### src/rtl/dma_irq_pkg.sv
package dma_irq_pkg;
    localparam int CH_COUNT = 7;
    localparam int WORD_W   = 32;

    typedef struct packed {
        logic lvl;
        logic pulse;
    } edge_state_t;
endpackage

### src/rtl/dma_irq_flags.sv
module dma_irq_flags #(
    parameter int NUM_CH = dma_irq_pkg::CH_COUNT
) (
    input  logic              clk,
    input  logic              rst_n,
    input  logic [NUM_CH-1:0] clr_mask,
    input  logic [NUM_CH-1:0] done,
    input  logic [NUM_CH-1:0] en_q,
    output logic [NUM_CH-1:0] flags_d,
    output logic [NUM_CH-1:0] flags_q
);
    logic [NUM_CH-1:0] set_hit;

    for (genvar c = 0; c < NUM_CH; c++) begin : g_ch
        always_comb begin
            set_hit[c] = done[c] & en_q[c];
            flags_d[c] = set_hit[c] | (flags_q[c] & ~clr_mask[c]);
        end

        // enabled completion sets the flag
        p_set_r5: assert property (@(posedge clk) disable iff (!rst_n)
            (done[c] && en_q[c]) |=> flags_q[c]);
        // disabled channel cannot raise a clear flag
        p_gate_r5: assert property (@(posedge clk) disable iff (!rst_n)
            (!en_q[c] && !flags_q[c]) |=> !flags_q[c]);
        // clear without set empties the flag
        p_w1c_r3: assert property (@(posedge clk) disable iff (!rst_n)
            (clr_mask[c] && !done[c]) |=> !flags_q[c]);
        // no clear keeps a set flag
        p_hold_r3: assert property (@(posedge clk) disable iff (!rst_n)
            (flags_q[c] && !clr_mask[c]) |=> flags_q[c]);
    end

    always_ff @(posedge clk) begin
        if (!rst_n) flags_q <= '0;
        else        flags_q <= flags_d;
    end
endmodule

### src/rtl/dma_irq_edge.sv
module dma_irq_edge (
    input  logic clk,
    input  logic rst_n,
    input  logic lvl_d,
    output logic lvl_q,
    output logic pulse_q
);
    import dma_irq_pkg::*;

    edge_state_t st_d, st_q;

    always_comb begin
        st_d.lvl   = lvl_d;
        st_d.pulse = lvl_d & ~st_q.lvl;
    end

    always_ff @(posedge clk) begin
        if (!rst_n) st_q <= '0;
        else        st_q <= st_d;
    end

    assign lvl_q   = st_q.lvl;
    assign pulse_q = st_q.pulse;

    // a pulse only accompanies a fresh rise of the level
    p_rise_r8: assert property (@(posedge clk) disable iff (!rst_n)
        pulse_q |-> (lvl_q && !$past(lvl_q)));
    // pulse lasts one cycle
    p_single_r8: assert property (@(posedge clk) disable iff (!rst_n)
        pulse_q |=> !pulse_q);
    // every rise is reported
    p_report_r8: assert property (@(posedge clk) disable iff (!rst_n)
        (lvl_d && !lvl_q) |=> pulse_q);
endmodule

### src/rtl/dma_irq_ctrl.sv
module dma_irq_ctrl #(
    parameter int NUM_CH = dma_irq_pkg::CH_COUNT,
    parameter int WORD_W = dma_irq_pkg::WORD_W
) (
    input  logic              clk,
    input  logic              rst_n,
    input  logic              wr_en,
    input  logic [WORD_W-1:0] wr_data,
    input  logic [NUM_CH-1:0] done_i,
    output logic [WORD_W-1:0] rd_data,
    output logic              irq_o
);
    localparam int SIG_BIT   = WORD_W - 1;
    localparam int FLAG_LSB  = SIG_BIT - NUM_CH;
    localparam int MASTER    = FLAG_LSB - 1;
    localparam int EN_LSB    = MASTER - NUM_CH;
    localparam int FORCE     = EN_LSB - 1;
    localparam int CTRL_W    = FLAG_LSB;

    typedef struct packed {
        logic [CTRL_W-1:0] ctrl;
    } ctrl_state_t;

    ctrl_state_t       cs_d, cs_q;
    logic [NUM_CH-1:0] clr_mask;
    logic [NUM_CH-1:0] flags_d, flags_q;
    logic              sig_d, sig_q;

    always_comb begin
        cs_d     = cs_q;
        clr_mask = '0;
        if (wr_en) begin
            cs_d.ctrl = wr_data[CTRL_W-1:0];
            clr_mask  = wr_data[FLAG_LSB +: NUM_CH];
        end
        sig_d = cs_d.ctrl[FORCE] | (cs_d.ctrl[MASTER] & (|flags_d));
    end

    always_ff @(posedge clk) begin
        if (!rst_n) cs_q <= '0;
        else        cs_q <= cs_d;
    end

    dma_irq_flags #(.NUM_CH(NUM_CH)) u_flags (
        .clk     (clk),
        .rst_n   (rst_n),
        .clr_mask(clr_mask),
        .done    (done_i),
        .en_q    (cs_q.ctrl[EN_LSB +: NUM_CH]),
        .flags_d (flags_d),
        .flags_q (flags_q)
    );

    dma_irq_edge u_edge (
        .clk    (clk),
        .rst_n  (rst_n),
        .lvl_d  (sig_d),
        .lvl_q  (sig_q),
        .pulse_q(irq_o)
    );

    assign rd_data = {sig_q, flags_q, cs_q.ctrl};

    // stored aggregate matches the stored fields
    p_agg_r7: assert property (@(posedge clk) disable iff (!rst_n)
        rd_data[SIG_BIT] == (rd_data[FORCE] |
                             (rd_data[MASTER] & (|rd_data[FLAG_LSB +: NUM_CH]))));
    // plain fields take the written value
    p_plain_r4: assert property (@(posedge clk) disable iff (!rst_n)
        wr_en |=> rd_data[CTRL_W-1:0] == $past(wr_data[CTRL_W-1:0]));
    // plain fields hold without a write
    p_keep_r4: assert property (@(posedge clk) disable iff (!rst_n)
        !wr_en |=> $stable(rd_data[CTRL_W-1:0]));
endmodule

### config.mk
export PLATFORM = sky130hd
export DESIGN_NAME = dma_irq_ctrl
export DESIGN_NICKNAME = d
export VERILOG_FILES = /design/src/rtl/dma_irq_pkg.sv /design/src/rtl/dma_irq_flags.sv /design/src/rtl/dma_irq_edge.sv /design/src/rtl/dma_irq_ctrl.sv
export SDC_FILE = /design/constraint.sdc
export NUM_CORES = 1
export LEC_CHECK = 0
export ABC_AREA = 1
export ABC_CLOCK_PERIOD_IN_PS = 2900
export BUFFER_PORTS_ARGS = -buffer_cell sky130_fd_sc_hd__buf_4
export CORE_MARGIN = 2
export CORE_UTILIZATION = 44
export DETAILED_ROUTE_END_ITERATION = 16
export GPL_TIMING_DRIVEN = 0
export PLACE_DENSITY = 0.8
export SETUP_SLACK_MARGIN = 0.5
export SLEW_MARGIN = 20
export SYNTH_ARGS = -nofsm -noshare
export SYNTH_HDL_FRONTEND = slang
export SYNTH_SLANG_ARGS = --single-unit
### constraint.sdc
create_clock -name clk -period 2.9 [get_ports clk]
set_clock_uncertainty 0.05 [all_clocks]
set_input_delay 0.58 -clock clk [delete_from_list [all_inputs] [get_ports clk]]
set_output_delay 0.58 -clock clk [all_outputs]
set_load 0.01 [all_outputs]
# == Word level (Yosys, flattened, before mapping) ==
# Cells that the tools add are included.
# word_totals
rom_bits,0
reg_bits,33
latch_bits,0
mem_count,0
wordCells,40
ram_bits,0
# op_classes
mux,2
mul,0
n_eq_ne,0
n_addsub,0
div_mod_pow,0
n_reduce_logical,1
n_bitwise,32
shifts,0
n_lt_le_gt_ge,0
# ops
op,n
2-to-1 mux 24 bit,1
AND 1 bit,16
NOT 1 bit,8
bitwise OR 1 bit,8
2-to-1 mux 7 bit,1
OR reduction 7 bit,1

# == Logic depth before layout (Yosys ltp) ==
# depth
word_depth,8
ltp_mapped,8

# == Hierarchy ==
# From an unflattened synthesis, not the netlist that was laid out.
# hier_totals
cells_unflattened,177
area_unflattened_um2,1318.8
# by_module_without_submodules
module,seq_area_each_um2,cells_per_inst,area_each_um2,n_inst
dma_irq_ctrl,480.5,129,937.1,1
dma_irq_flags,140.1,43,327.8,1
dma_irq_edge,40.0,5,53.8,1

# == Worst setup path before layout ==
# No wires, ideal clock.
# synth_timing
kind,input -> register
from,input wr_en
to,register u_edge.st_q (netlist bit u_edge.pulse_q)
slack_ps,1569
stages,8
path_buffers,1
t_arrival_ps,1161
cell_sequence,buf_6 -> nand2_1 -> nand2_1 -> nand2_1 -> nor2_1 -> nand2_1 -> o21ai_2 -> a21oi_1
# synth_between
elab_chain_cells,8
# synth_rtl
item,line_no,rtl
start: declaration,dma_irq_ctrl.sv:7,"input logic wr_en,"
2-to-1 mux 7 bit,dma_irq_ctrl.sv:32,if (wr_en) begin
NOT 1 bit,dma_irq_flags.sv:17,flags_d[c] = set_hit[c] | (flags_q[c] & ~clr_mask[c]);
AND 1 bit,dma_irq_flags.sv:17,
bitwise OR 1 bit,dma_irq_flags.sv:17,
OR reduction 7 bit,dma_irq_ctrl.sv:36,sig_d = cs_d.ctrl[FORCE] | (cs_d.ctrl[MASTER] & (|flags_d));
AND 1 bit,dma_irq_ctrl.sv:36,
bitwise OR 1 bit *,dma_irq_ctrl.sv:36,
AND 1 bit *,dma_irq_edge.sv:14,st_d.pulse = lvl_d & ~st_q.lvl;
end signal: assignment,dma_irq_edge.sv:19,else st_q <= st_d;
end: declaration,dma_irq_edge.sv:10,"edge_state_t st_d, st_q;"
# Every way passes the cells marked *; elsewhere a longest branch is shown, timed or not.
# A chain may end at the register's enable or synchronous reset.

# == Final worst setup path ==
# layout_timing
from,register u_edge.st_q (netlist bit u_edge.lvl_q)
to,output rd_data[31]
# layout_rtl
item,line_no,rtl
end: declaration,dma_irq_ctrl.sv:10,"output logic [WORD_W-1:0] rd_data,"
# No word-level cell between the ends.

==> out/qor.yml <==
status: "finished clean"
layout_common_cells: "buf_4 (74), nor2_1 (52), dfxtp_1 (33)"
finalSetupViolCount: 0
drv_cap: 0
peakVddDrop_uv: 449.3
cts.path.max_buffers: 2
synth-seq-cells: 33
min_period_ps: 1535
hold_viol: 0
route.detailed.drc: 0
cp-end-kind: "output pin"
worst-path-max-fanout: 2
cts_tree: "yes"
grt_max_degree: 11
grt_pass1_vias: 1271
worst-setup-path-type: "flop to output pin"
final_nets: 282
tightest_slew_ps: 354.3
min_period_over_period_pct: 52.94
maxSlewViolCount: 0
core_area_um2: 2522
max_clock_freq_mhz: 651.3
ant_nets: 0
antenna_found_initial: 0
slew-limit-headroom_pct: 76.38
synth_area_per_cell_um2: 7.499
synth_fp_nets: 202
numPortBuffers: 73
power_density_nw_per_um2: 510.0
grtUsageTotal_pct: 21.77
syn-instance-count: 160
numCtsBuffers: 5
n_fill_cell: 223
syn_area_um2: 1200
setup_ws_ps: 1365
ys_warn_count: 0
vias: 1280
final_core_util_pct: 72.97
clk_pin_slew_ps: 90
htreeDepth: 2
synth.distinct_cells: 13
p_total_w: 0.0009388
gp_congestion: 0.7607
grt_pass1_wl_um: 5326
dp_hpwl_um: 2475
die_h_um: 56.22
cts.repair.resized: 0
final_common_cell: "buf_4"
wl_per_cell_um: 11.86
via_per_inst: 4.741
num_rows: 18
insertion_delay_ps: 330
cts_setup_buffers: 0
die_w_um: 56.22
timing.setup.tns_ps: 0
drtPass1Iterations: 4
routed_wl_um: 3202
start_util_pct: 47.57
dieArea_um2: 3161
arrival_ps: 910
place_ws_ps: 1261
rsz0062_at_grt: "no"
io_pins: 75
cts_root_buf: "clkbuf_4"
holdWs_ps: 376.9
area.growth.synth_to_final_pct: 53.39
drive_above_1_share_pct: 35.83
p_leak_nw: 0.9447
hold_path.class: "flop to flop"
diodes: 0
crit_path_start_kind: "flop"
hold_buffers: 0
synth-seq-area-share_pct: 55.06
critPathRequiredTime_ps: 2270
numClockSinks: 33
overflow: 0
drtIter0Drc: 14
-- kinds of logic after synthesis --
logic type             count (synthesis)  synth area share (%)
AO/OA/AOI/OAI                         31                 13.24
buffers and inverters                 12                 4.900
flip-flops                            33                 55.06
AND/OR/NAND/NOR                       84                 26.80
-- area by class of cell --
cell class                 instances  area (um2)  area share [%]
buffer                             8       43.79           2.379
clock buffer                       7       55.05           2.991
inverter                           4       15.01          0.8158
multi-input combinational        115       480.5           26.10
sequential                        33       660.6           35.89
tap                               30       37.54           2.039
timing repair buffer              73       548.0           29.78
-- flip-flops by register name (all words and copies together), names as in the netlist --
| name | cells |
|---|---|
| cs_q | 24 |
| u_edge.lvl_q | 1 |
| u_flags.flags_q | 7 |
| u_edge.pulse_q | 1 |
-- synth_stat cells (all sizes together) --
library cell,instances,area [um2]
nor2,52,195.2
dfxtp,33,660.6
nand2,31,116.4
o21ai,24,123.9
a21oi,7,35.03
buf,4,28.78
clkbuf,4,15.01
inv,4,15.01
nor3,1,10.01
-- per-stage QoR --
step,cells,cell area (um2)
after floorplan,160,1200
after global placement,263,1785
after detailed placement,263,1785
after CTS,270,1841
after global routing,270,1841
final,270,1841
-- worst paths after layout --
check | start | endpoint | slack [ps] | cells after the start
max reg2reg | cs_q[16]$_SDFFE_PN0P_ | u_edge.pulse_q$_SDFF_PN0_ | 1810 | 6
max | u_edge.lvl_q$_SDFF_PN0_ | rd_data[31] | 1360 | 2
min reg2reg | u_edge.lvl_q$_SDFF_PN0_ | u_edge.pulse_q$_SDFF_PN0_ | 380 | 1
min | u_edge.lvl_q$_SDFF_PN0_ | u_edge.pulse_q$_SDFF_PN0_ | 380 | 1
-- metal layers --
| metal | track usage, % | vias up | share of wire, % |
|---|---|---|---|
| met5 | 0 | - | 0 |
| met4 | 8.844 | 0 | 2.0 |
| li1 | - | 665 | - |
| met1 | 24.16 | 564 | 41 |
| met2 | 36.30 | 44 | 49 |
| met3 | 9.535 | 7 | 7.7 |
-- critical path, cell delays in order (launching register included) --
cell and delay [ps]:
dfxtp_1 320, buf_4 120, buf_4 130
-- power by group --
group          total [W]  switching [W]  internal (W)
Sequential      0.000501      0.0000165      0.000484
Combinational   0.000179      0.0000817     0.0000970
Clock           0.000259       0.000145      0.000114
Total           0.000939       0.000243      0.000696
No activity file was read; power rests on OpenSTA's default activity.
